`src/rtl/adc_mon_pkg.sv`:
```
package adc_mon_pkg;

   // Decision taken by the limit unit for one accepted sample
   typedef enum logic [1:0] {
      LIM_HOLD    = 2'd0,
      LIM_SET     = 2'd1,
      LIM_RELEASE = 2'd2
   } lim_action_e;

endpackage

```
`src/rtl/adc_mon_release_calc.sv`:
```
module adc_mon_release_calc #(
   parameter int DATA_W = 16
) (
   input  logic [DATA_W-1:0] ceiling,
   input  logic [DATA_W-1:0] margin,
   output logic [DATA_W-1:0] release_lvl
);
   initial begin
      if (DATA_W < 2) $error("adc_mon_release_calc: DATA_W must be at least 2");
   end

   logic [DATA_W:0] diff_ext;

   always_comb begin
      diff_ext = {1'b0, ceiling} - {1'b0, margin};
      // borrow out means margin exceeded ceiling: clamp to zero
      if (diff_ext[DATA_W]) release_lvl = '0;
      else                  release_lvl = diff_ext[DATA_W-1:0];
   end

   always_comb begin
      assert (release_lvl <= ceiling) else $error("p_release_below_ceiling_r5");
   end
endmodule

```
`src/rtl/adc_mon_limit_unit.sv`:
```
module adc_mon_limit_unit
   import adc_mon_pkg::*;
#(
   parameter int DATA_W = 16
) (
   input  logic              clk,
   input  logic              rst_n,
   input  logic              accept,
   input  logic [DATA_W-1:0] sample,
   input  logic [DATA_W-1:0] ceiling,
   input  logic [DATA_W-1:0] release_lvl,
   output logic              over_q
);
   initial begin
      if (DATA_W < 2) $error("adc_mon_limit_unit: DATA_W must be at least 2");
   end

   lim_action_e action;

   always_comb begin
      action = LIM_HOLD;
      if (sample > ceiling)          action = LIM_SET;
      else if (sample < release_lvl) action = LIM_RELEASE;
   end

   always_ff @(posedge clk or negedge rst_n) begin
      if (!rst_n) begin
         over_q <= 1'b0;
      end else if (accept) begin
         case (action)
            LIM_SET:     over_q <= 1'b1;
            LIM_RELEASE: over_q <= 1'b0;
            default:     over_q <= over_q;
         endcase
      end
   end

   p_over_set_r2: assert property (@(posedge clk) disable iff (!rst_n)
      (accept && (sample > ceiling)) |=> over_q);

   p_over_release_r3: assert property (@(posedge clk) disable iff (!rst_n)
      (accept && (sample < release_lvl) && !(sample > ceiling)) |=> !over_q);

   p_over_band_hold_r4: assert property (@(posedge clk) disable iff (!rst_n)
      (accept && (sample <= ceiling) && (sample >= release_lvl)) |=> $stable(over_q));

   p_over_idle_hold_r9: assert property (@(posedge clk) disable iff (!rst_n)
      !accept |=> $stable(over_q));
endmodule

```
`src/rtl/adc_mon_delta_unit.sv`:
```
module adc_mon_delta_unit #(
   parameter int DATA_W = 16
) (
   input  logic              clk,
   input  logic              rst_n,
   input  logic              enable,
   input  logic              accept,
   input  logic [DATA_W-1:0] sample,
   input  logic [DATA_W-1:0] step_lim,
   input  logic              clear,
   output logic              step_q
);
   initial begin
      if (DATA_W < 2) $error("adc_mon_delta_unit: DATA_W must be at least 2");
   end

   logic [DATA_W-1:0] prev_q;
   logic              prev_ok_q;
   logic [DATA_W-1:0] abs_diff;
   logic              violation;

   always_comb begin
      if (sample >= prev_q) abs_diff = sample - prev_q;
      else                  abs_diff = prev_q - sample;
      violation = accept && prev_ok_q && (abs_diff > step_lim);
   end

   // history: the previous sample is held only while the block stays enabled
   always_ff @(posedge clk or negedge rst_n) begin
      if (!rst_n) begin
         prev_q    <= '0;
         prev_ok_q <= 1'b0;
      end else if (accept) begin
         prev_q    <= sample;
         prev_ok_q <= 1'b1;
      end else if (!enable) begin
         prev_ok_q <= 1'b0;
      end
   end

   always_ff @(posedge clk or negedge rst_n) begin
      if (!rst_n) step_q <= 1'b0;
      else        step_q <= violation | (step_q & ~clear);
   end

   p_step_first_skip_r7: assert property (@(posedge clk) disable iff (!rst_n)
      (accept && !prev_ok_q && !step_q) |=> !step_q);

   p_step_sticky_r8: assert property (@(posedge clk) disable iff (!rst_n)
      (step_q && !clear) |=> step_q);

   p_step_clear_r8: assert property (@(posedge clk) disable iff (!rst_n)
      (clear && !accept) |=> !step_q);

   p_step_idle_r9: assert property (@(posedge clk) disable iff (!rst_n)
      (!accept && !clear) |=> $stable(step_q));

   p_history_drop_r7: assert property (@(posedge clk) disable iff (!rst_n)
      !enable |=> !prev_ok_q);
endmodule

```
`src/rtl/adc_limit_delta_monitor.sv`:
```
module adc_limit_delta_monitor #(
   parameter int DATA_W = 16
) (
   input  logic              clk,
   input  logic              rst_n,
   input  logic              enable,
   input  logic              smp_valid,
   input  logic [DATA_W-1:0] smp_data,
   input  logic [DATA_W-1:0] cfg_ceiling,
   input  logic [DATA_W-1:0] cfg_margin,
   input  logic [DATA_W-1:0] cfg_step,
   input  logic              flag_clear,
   output logic              over_flag,
   output logic              step_flag
);
   initial begin
      if (DATA_W < 2 || DATA_W > 32)
         $error("adc_limit_delta_monitor: DATA_W out of range 2..32");
   end

   logic              accept;
   logic [DATA_W-1:0] release_lvl;

   assign accept = smp_valid & enable;

   adc_mon_release_calc #(.DATA_W(DATA_W)) u_release (
      .ceiling    (cfg_ceiling),
      .margin     (cfg_margin),
      .release_lvl(release_lvl)
   );

   adc_mon_limit_unit #(.DATA_W(DATA_W)) u_limit (
      .clk        (clk),
      .rst_n      (rst_n),
      .accept     (accept),
      .sample     (smp_data),
      .ceiling    (cfg_ceiling),
      .release_lvl(release_lvl),
      .over_q     (over_flag)
   );

   adc_mon_delta_unit #(.DATA_W(DATA_W)) u_delta (
      .clk     (clk),
      .rst_n   (rst_n),
      .enable  (enable),
      .accept  (accept),
      .sample  (smp_data),
      .step_lim(cfg_step),
      .clear   (flag_clear),
      .step_q  (step_flag)
   );

   p_clear_no_over_r11: assert property (@(posedge clk) disable iff (!rst_n)
      (flag_clear && !accept) |=> $stable(over_flag));

   p_disabled_hold_r9: assert property (@(posedge clk) disable iff (!rst_n)
      (!enable && !flag_clear) |=> ($stable(over_flag) && $stable(step_flag)));
endmodule

```
`config.mk`:
```
export PLATFORM = sky130hd
export DESIGN_NAME = adc_limit_delta_monitor
export DESIGN_NICKNAME = d
export VERILOG_FILES = /design/src/rtl/adc_mon_pkg.sv /design/src/rtl/adc_mon_release_calc.sv /design/src/rtl/adc_mon_limit_unit.sv /design/src/rtl/adc_mon_delta_unit.sv /design/src/rtl/adc_limit_delta_monitor.sv
export SDC_FILE = /design/constraint.sdc
export NUM_CORES = 1
export LEC_CHECK = 0
export ABC_AREA = 0
export CAP_MARGIN = 20
export CORE_MARGIN = 2
export CORE_UTILIZATION = 60
export CTS_CLUSTER_DIAMETER = 150
export CTS_CLUSTER_SIZE = 20
export DETAILED_ROUTE_END_ITERATION = 16
export DONT_BUFFER_PORTS = 1
export PLACE_DENSITY = 0.79
export SYNTH_ARGS = -nofsm -noshare
export SYNTH_HDL_FRONTEND = slang
export SYNTH_SLANG_ARGS = --single-unit
```
`constraint.sdc`:
```
create_clock -name clk -period 3.3 [get_ports clk]
set_clock_uncertainty 0.05 [all_clocks]
set_input_delay 0 -clock clk [delete_from_list [all_inputs] [get_ports clk]]
set_output_delay 0 -clock clk [all_outputs]
set_load 0.01 [all_outputs]
```
# [Yosys cells after proc, flatten, opt, wreduce, memory -nomap -nowiden]
# Cells that the tools add are included.
[classes] n_lt_le_gt_ge=4 n_mux=7 n_addsub=3 bitwise_logic=4 eq_ne=3 n_reduce_logical=4
[op_table] operator="16-bit greater-than comparator" count=2
[op_table] operator="16-bit 2-to-1 mux" count=2
[op_table] operator="16-bit subtractor" count=2
[op_table] operator="16-bit by 16-bit subtractor with 17-bit output" count=1
[op_table] operator="16-bit >= comparator" count=1
[op_table] operator="16-bit < comparator" count=1
[op_table] operator="2-bit 2-to-1 mux" count=2
[op_table] operator="1-bit AND" count=2
[op_table] operator="2-bit by 1-bit == test with 1-bit output, second input constant" count=1
[op_table] operator="2-bit == test, second input constant" count=1
[op_table] operator="1-bit logical AND" count=2
[op_table] operator="1-bit 2-to-1 mux" count=2
[op_table] operator="2-bit by 1-bit != test with 1-bit output, second input constant" count=1
[op_table] operator="1-bit case mux with 2 select lines" count=1
[op_table] operator="2-bit AND reduction" count=1
[op_table] operator="2-bit nonzero test" count=1
[op_table] operator="1-bit NOT" count=1
[op_table] operator="1-bit bitwise OR" count=1
[totals] input_bits=69 wordCells=29 reg_bits=19

# [Logic depth before layout (Yosys ltp)]
# Gate-level depths: netlist (run 1).
[logic_depth] depth_word=8 mapped_depth=19 depth_no_buf=17

# [By module]
# From an unflattened synthesis (run 1), not the netlist that was laid out.
[unflattened] cells_unflattened=591 hier_area_um2=4352.9
[by_module_without_submodules] module="adc_mon_delta_unit" area_each_um2=2508.7 cells_each=335 instances=1
[by_module_without_submodules] module="adc_mon_release_calc" area_each_um2=1004.7 cells_each=144 instances=1
[by_module_without_submodules] module="adc_mon_limit_unit" area_each_um2=833.3 cells_each=111 instances=1
[by_module_without_submodules] module="adc_limit_delta_monitor" area_each_um2=6.3 cells_each=1 instances=1

# [Worst setup path before layout (run 1)]
# OpenSTA, ideal clock, no wires.
[synth_path] path_type="register to register" start="register u_delta.prev_q[0]" end="register u_delta.step_q" setup_time_ns=0.131 arrival_ns=3.312 stages_incl_launch_ff=17 required_time_ns=3.119 setup_slack_ns=-0.193 cell_sequence="dfrtp_1 inv_1 ha_1 inv_1 fa_1 a21o_1 a221o_1 a221o_1 a21oi_1 mux2i_1 xor2_1 ha_1 a21o_1 a21o_1 a221o_1 a31oi_1 a21boi_0"
[synth_between] elab_chain_len=5
[synth_lines] item="from (decl)" line="adc_mon_delta_unit.sv:17" text="logic [DATA_W-1:0] prev_q;"
[synth_lines] item="from (signal assigned)" line="adc_mon_delta_unit.sv:34" text="prev_q <= sample;"
[synth_lines] item="16-bit subtractor, or another cell as far along" line="adc_mon_delta_unit.sv:24" text="else abs_diff = prev_q - sample;"
[synth_lines] item="16-bit 2-to-1 mux *" line="adc_mon_delta_unit.sv:23" text="if (sample >= prev_q) abs_diff = sample - prev_q;"
[synth_lines] item="16-bit greater-than comparator *" line="adc_mon_delta_unit.sv:25" text="violation = accept && prev_ok_q && (abs_diff > step_lim);"
[synth_lines] item="1-bit logical AND *" line="adc_mon_delta_unit.sv:25"
[synth_lines] item="1-bit bitwise OR *" line="adc_mon_delta_unit.sv:43" text="else step_q <= violation | (step_q & ~clear);"
[synth_lines] item="to (signal assigned)" line="adc_mon_delta_unit.sv:43"
[synth_lines] item="to (decl)" line="adc_mon_delta_unit.sv:11" text="output logic step_q"
# Mark *: on every way between the ends. The rest lies on a longest branch, timed or not.
# A chain may end at the register's enable or synchronous reset.

# [Worst setup path after layout (run 1)]
# Same ends and word-level chain as after synthesis.

==> out/results.ini, run 1 <==
[hold_path]
worst_hold_path_type=in -> async

[place]
post-place-ws_ns=-0.2801
gp_congestion=0.9027
post-dp-hpwl_mm=9.940
port_buffers=0

[power_and_ir_drop]
p_per_area_nw_per_um2=345.1
power.share.switching_pct=44.65
seq_power_share_pct=15.2
netSwitchingPower_mw=0.8534
power_frac_clock_pct=9.3
internal_power_mw=1.058
ir_drop_mv=0.1342
leakage_nw=2.827
combPwrFrac_pct=75.4

[clocking]
cts.sinks=19
h-tree-depth=1
cts_tree=yes
worst_skew_pair.late_latency_ns=0.26
cts_max_path_buffers=2
cts_root_buf=clkbuf_8
clk_pin_slew_worst_paths_ns=0.08
cts_inserted_buffers=3

[setup_path]
r2r_start=u_delta.prev_q[0]$_DFFE_PN0P_
timing.reg2reg.worst_path_depth=17
critical_path.max_stage_delay_ns=0.40
crit_slowest_cell=dfrtp_1
setup.worst_path.class=reg -> reg
startpoint_kind_of_the_worst_setup_timing_path=flop
timing.reg2reg.setup_slack_ns=-0.27
crit-reg2reg-capture=u_delta.step_q$_DFF_PN0_
cp_max_fo=3
kind_of_end_point_of_the_critical_path=flop
path_cells=inv_1 > ha_1 > inv_1 > fa_2 > a21o_1 > a221o_1 > buf_4 > a311oi_2 > mux2i_1 > xor2_1 > ha_1 > nand2_1 > nor2_1 > nand4_1 > nor3_1 > o32ai_1 > a21boi_1
cp.required_ns=3.40
worst-endpoint-arrival_ns=3.67

[floorplan]
core-area_um2=7253
effective_utilization_at_floorplan_pct=62.17
die_area_um2=8225
number_of_top_level_pins=71
die_width_um=90.69
num_rows=31
die_height_um=90.69

[finish]
most-common-layout-cells=89 x ha_1, 88 x inv_1, 82 x buf_4
fillCellCount=527
ff_latch_area_um2=475.5
syn_to_final_growth_pct=22.81
fin_nets=843
drive_above_1_share_pct=19.23
insertedDiodeCount=0
final_common_cell=ha_1
utilization_after_layout_pct=76.35
multiInputGateArea_um2=3685

[sta]
postLayoutSetupSlackWorst_ns=-0.2736
hold_slack_ns=0.04847
timing_max_transition_violations_final=0
layout_worst_path_cycle_share_pct=108.3
maxClockFrequency_ghz=0.2798
finalHoldViolCount=0
setup_viol=1
grt_setup_unrepaired=true
time_the_final_worst_path_needs_with_i_o_delays_and_setup_ns=3.574
slew_headroom_pct=62.32
max_slew.worst_pin.slew_ns=0.5581

[route]
routed_via_density=5.890
post_dr_wirelength_cell_um=16.03
firstDrtPassIters=5
final_antenna_net_count=0
drt-initial-drc-count=151
vias=4565
routed_wl_mm=12.42
post-route-drc-count=0

[logic_synthesis]
synth-edff-count=0
yosys_warnings=0
yosys_most_used_dff=dfrtp_1
synth.top_cells.by_area=ha_1 26%, dfrtp_1 11%, inv_1 7.4%
synth.net_count=753
syn_area_per_cell_um2=7.682
ys_ff_latch=19
synth_top_cell_by_area=ha_1
yosysUniqueCellTypes=66
synth_area_um2=4509
postSynthCellCount=587
fraction_of_synthesized_cell_area_taken_by_the_top_area_cell_type_pct=26.08
seq_total_area_yosys_pct=10.54
asyncSetResetFlopFracSynth_pct=100.0

[global_routing]
grt_antenna_before_repair=0
largest_net_degree_at_the_start_of_global_routing=25
grt_pass1_wl_mm=20.33
grt-ovfl-total=0
gr-usage-all-layers_pct=29.37
number_of_global_route_vias_before_repair=4702

[outcome]
violations=negative setup slack
outcome=finished with violations

[job]
max_cap_violations=0

==> worst max path at each step <==
| stage | start | slack, ns | cells after the start | end |
|---|---|---|---|---|
| floorplan | u_delta.prev_q[0]$_DFFE_PN0P_ | -0.15 | 16 | u_delta.step_q$_DFF_PN0_ |
| global placement | u_delta.prev_q[0]$_DFFE_PN0P_ | -0.24 | 16 | u_delta.step_q$_DFF_PN0_ |
| detailed placement | u_delta.prev_q[0]$_DFFE_PN0P_ | -0.28 | 16 | u_delta.step_q$_DFF_PN0_ |
| CTS | u_delta.prev_q[0]$_DFFE_PN0P_ | -0.23 | 16 | u_delta.step_q$_DFF_PN0_ |
| global route | u_delta.prev_q[0]$_DFFE_PN0P_ | -0.50 | 17 | u_delta.step_q$_DFF_PN0_ |
| finish | u_delta.prev_q[0]$_DFFE_PN0P_ | -0.27 | 17 | u_delta.step_q$_DFF_PN0_ |
==> repair_timing <==
| action | in CTS | in global routing |
|---|---|---|
| resized for setup | 1 | 17 |
| pin swaps | 6 | 9 |
| buffers inserted | 0 | 3 |
| endpoints found under the hold margin | 37 | 0 |
| hold buffers | 20 | 0 |
| endpoints found under the setup margin | 1 | 2 |
==> cell type report <==
class	count	share of cell area (%)
tap	99	2.237
multi-input combinational	459	66.54
timing repair buffer	105	15.79
sequential	19	8.586
inverter	89	6.033
clock buffer	4	0.8134
==> synth_stat cells (13+ instances only) <==
library cell and n:
ha_1 94, inv_1 89, nand2_1 40, a21oi_1 38
o21ai_0 38, nor2_1 27, a21o_1 22, dfrtp_1 19
nor3_1 15, a211oi_1 14, mux2i_1 13, xnor2_1 13
==> flip-flops by register name, summed over array words and instances, names as in the netlist <==
register,flops
u_delta.prev_q,16
u_delta.prev_ok_q,1
u_delta.step_q,1
u_limit.over_q,1
==> critical path, delay by kind of cell, from the launching register on <==
family,cells,cell delay (ns)
flops,1,0.40
fa+ha+maj,3,0.79
mux,1,0.12
buf+inv,3,0.27
xor+xnor,1,0.18
compound gates,5,1.05
simple gates,4,0.57
==> through the flow <==
stage / cell area, um^2 / power, mW / TNS, ns / instances
3_3_place_gp: 5149 / 1.585 / -0.4137 / 747
6_report: 5538 / 1.911 / -0.2736 / 775
5_1_grt: 5538 / 2.077 / -0.5615 / 775
2_1_floorplan: 4552 / 1.238 / -0.1493 / 587
3_5_place_dp: 5149 / 1.631 / -0.4734 / 747
4_1_cts: 5394 / 1.834 / -0.2266 / 771
==> power by group through the flow <==
stage / Sequential, mW / Clock (mW) / Combinational, mW
floorplan: 0.292 / 0 / 0.946
global route: 0.295 / 0.185 / 1.60
detailed placement: 0.295 / 0 / 1.34
global placement: 0.293 / 0 / 1.29
finish: 0.291 / 0.179 / 1.44
CTS: 0.291 / 0.176 / 1.37
==> kinds of logic after synthesis <==
| logic type | count (synthesis) | synth area share [%] |
|---|---|---|
| flip-flops | 19 | 10.54 |
| AO/OA/AOI/OAI | 177 | 26.64 |
| buffers and inverters | 109 | 10.52 |
| multiplexers | 16 | 3.635 |
| XOR/XNOR | 24 | 4.661 |
| AND/OR/NAND/NOR | 145 | 16.59 |
| adder cells (fa/ha/maj) | 97 | 27.41 |
==> routing by layer <==
layer	vias up	track usage (%)	wire, um
met5	-	0	0
met4	0	10.77	478
met3	33	2.922	630
met2	158	55.22	6075
met1	2106	34.08	5239
li1	2268	-	-
No activity file was read; power rests on OpenSTA's default activity.
==> inputs of run 2 (changes only) <==
CTS_BUF_LIST = sky130_fd_sc_hd__clkbuf_16   (was default)
==> run 2 against run 1 <==
Net effect: the flow still finishes with violations (negative setup slack); maximum frequency shrank 1.7%; critical path type unchanged; via count grew 0.50%; sequential cell count unchanged; final cell count is the same; sequential power barely moved; clock-buffer cell count is 1 lower; sequential share of layout area shrank 0.083 points; routed wire length up 1.2%; total power increased by 5.1%; largest power group unchanged; worst hold slack improved by 0.0040 ns; worst setup slack worse by 0.063 ns; critical path depth did not move.
==> out/results.ini, run 2 (synthesis results as in run 1) <==
[finish]
utilization_after_layout_pct=77.09
fillCellCount=519
syn_to_final_growth_pct=24.00
drive_above_1_share_pct=19.82
layout.cells.non_filler=775
largest_register_ffs=16
fin_nets=843
most-common-layout-cells=89 x inv_1, 87 x ha_1, 82 x buf_4
top_register=u_delta.prev_q
final_common_cell=inv_1
insertedDiodeCount=0

[global_routing]
number_of_global_route_vias_before_repair=4703
grt_antenna_before_repair=0
largest_net_degree_at_the_start_of_global_routing=25
gr-usage-all-layers_pct=29.51
grt_pass1_wl_mm=20.44
grt-ovfl-total=0

[clocking]
cts.sinks=19
worst_skew_pair.late_latency_ns=0.26
cts_tree=yes
cts_max_path_buffers=2
cts_inserted_buffers=3
cts_root_buf=clkbuf_16
h-tree-depth=1
clk_pin_slew_worst_paths_ns=0.06

[setup_path]
cp.required_ns=3.39
worst-endpoint-arrival_ns=3.73
r2r_start=u_delta.prev_q[0]$_DFFE_PN0P_
kind_of_end_point_of_the_critical_path=flop
timing.reg2reg.setup_slack_ns=-0.34
startpoint_kind_of_the_worst_setup_timing_path=flop
crit-reg2reg-capture=u_delta.step_q$_DFF_PN0_
setup.worst_path.class=reg -> reg
timing.reg2reg.worst_path_depth=17
cp_max_fo=3

[route]
post_dr_wirelength_cell_um=16.22
firstDrtPassIters=4
final_antenna_net_count=0
routed_via_density=5.920
drt-initial-drc-count=187
post-route-drc-count=0
vias=4588
routed_wl_mm=12.57

[job]
max_cap_violations=0

[floorplan]
die_area_um2=8225
die_height_um=90.69
num_rows=31
core-area_um2=7253
die_width_um=90.69
effective_utilization_at_floorplan_pct=62.17
number_of_top_level_pins=71

[sta]
maxClockFrequency_ghz=0.2750
hold_slack_ns=0.05250
time_the_final_worst_path_needs_with_i_o_delays_and_setup_ns=3.636
grt_setup_unrepaired=true
max_slew.worst_pin.slew_ns=0.5546
finalHoldViolCount=0
layout_worst_path_cycle_share_pct=110.2
slew_headroom_pct=62.56
timing_max_transition_violations_final=0
postLayoutSetupSlackWorst_ns=-0.3362
setup_viol=2

[hold_path]
worst_hold_path_type=in -> async

[power_and_ir_drop]
p_per_area_nw_per_um2=359.4
leakage_nw=2.853
ir_drop_mv=0.1455
finalPower_mw=2.010

[place]
gp_congestion=0.9027
placed_cell_count=747
post-place-ws_ns=-0.2801
port_buffers=0
post-dp-hpwl_mm=9.940

[outcome]
outcome=finished with violations
violations=negative setup slack

## run 2: final cells by class
class / instances / area, um^2 / area share, %
clock inverter: 1 / 3.754 / 0.06713
inverter: 89 / 334.1 / 5.974
timing repair buffer: 105 / 874.6 / 15.64
clock buffer: 3 / 75.07 / 1.343
multi-input combinational: 459 / 3705 / 66.26
tap: 99 / 123.9 / 2.215
sequential: 19 / 475.5 / 8.503
## run 2: report_power, final
group	internal (mW)	total, mW	switching [mW]
clock	0.162	0.267	0.105
combinational	0.710	1.45	0.741
sequential	0.264	0.291	0.0268
total	1.14	2.01	0.873
## run 2: metrics by stage
stage / instance area (um^2) / setup TNS [ns]
4_1_cts: 5428 / -0.2423
6_report: 5592 / -0.3489
5_1_grt: 5592 / -0.5562
2_1_floorplan: 4552 / -0.1493
3_3_place_gp: 5149 / -0.4137
3_5_place_dp: 5149 / -0.4734
## run 2: how the worst max path moves through the flow
stage,slack (ns),start,endpoint,depth (start not counted)
after floorplan,-0.15,u_delta.prev_q[0]$_DFFE_PN0P_,u_delta.step_q$_DFF_PN0_,16
after global placement,-0.24,u_delta.prev_q[0]$_DFFE_PN0P_,u_delta.step_q$_DFF_PN0_,16
after detailed placement,-0.28,u_delta.prev_q[0]$_DFFE_PN0P_,u_delta.step_q$_DFF_PN0_,16
after CTS,-0.24,u_delta.prev_q[0]$_DFFE_PN0P_,u_delta.step_q$_DFF_PN0_,16
after global routing,-0.48,u_delta.prev_q[0]$_DFFE_PN0P_,u_delta.step_q$_DFF_PN0_,17
final,-0.34,u_delta.prev_q[0]$_DFFE_PN0P_,u_delta.step_q$_DFF_PN0_,17
## run 2: metal layers
layer / up-vias / global-route usage, % / share of wire [%]
met5: - / 0 / 0
met2: 161 / 55.10 / 49
met3: 38 / 2.838 / 4.5
met4: 0 / 11.54 / 4.1
li1: 2270 / - / -
met1: 2119 / 34.34 / 42
## run 2: worst max-delay path, cell delays in order, from the launching register on
cell	delay, ns
dfrtp_1	0.40
inv_1	0.08
ha_2	0.18
inv_1	0.06
fa_2	0.33
a21o_1	0.19
a221o_1	0.34
buf_4	0.15
a311oi_2	0.29
mux2i_1	0.13
xor2_1	0.17
ha_1	0.31
nand2_1	0.06
nor2_1	0.16
nand4_1	0.18
nor3_1	0.18
o32ai_1	0.11
a21boi_1	0.13
## run 2: repair_timing
action	4_1_cts	5_1_grt
gates resized for setup	1	22
setup endpoints to repair	1	2
pin swaps	5	14
endpoints found under the hold margin	37	0
hold buffers	20	0
setup buffers	0	3
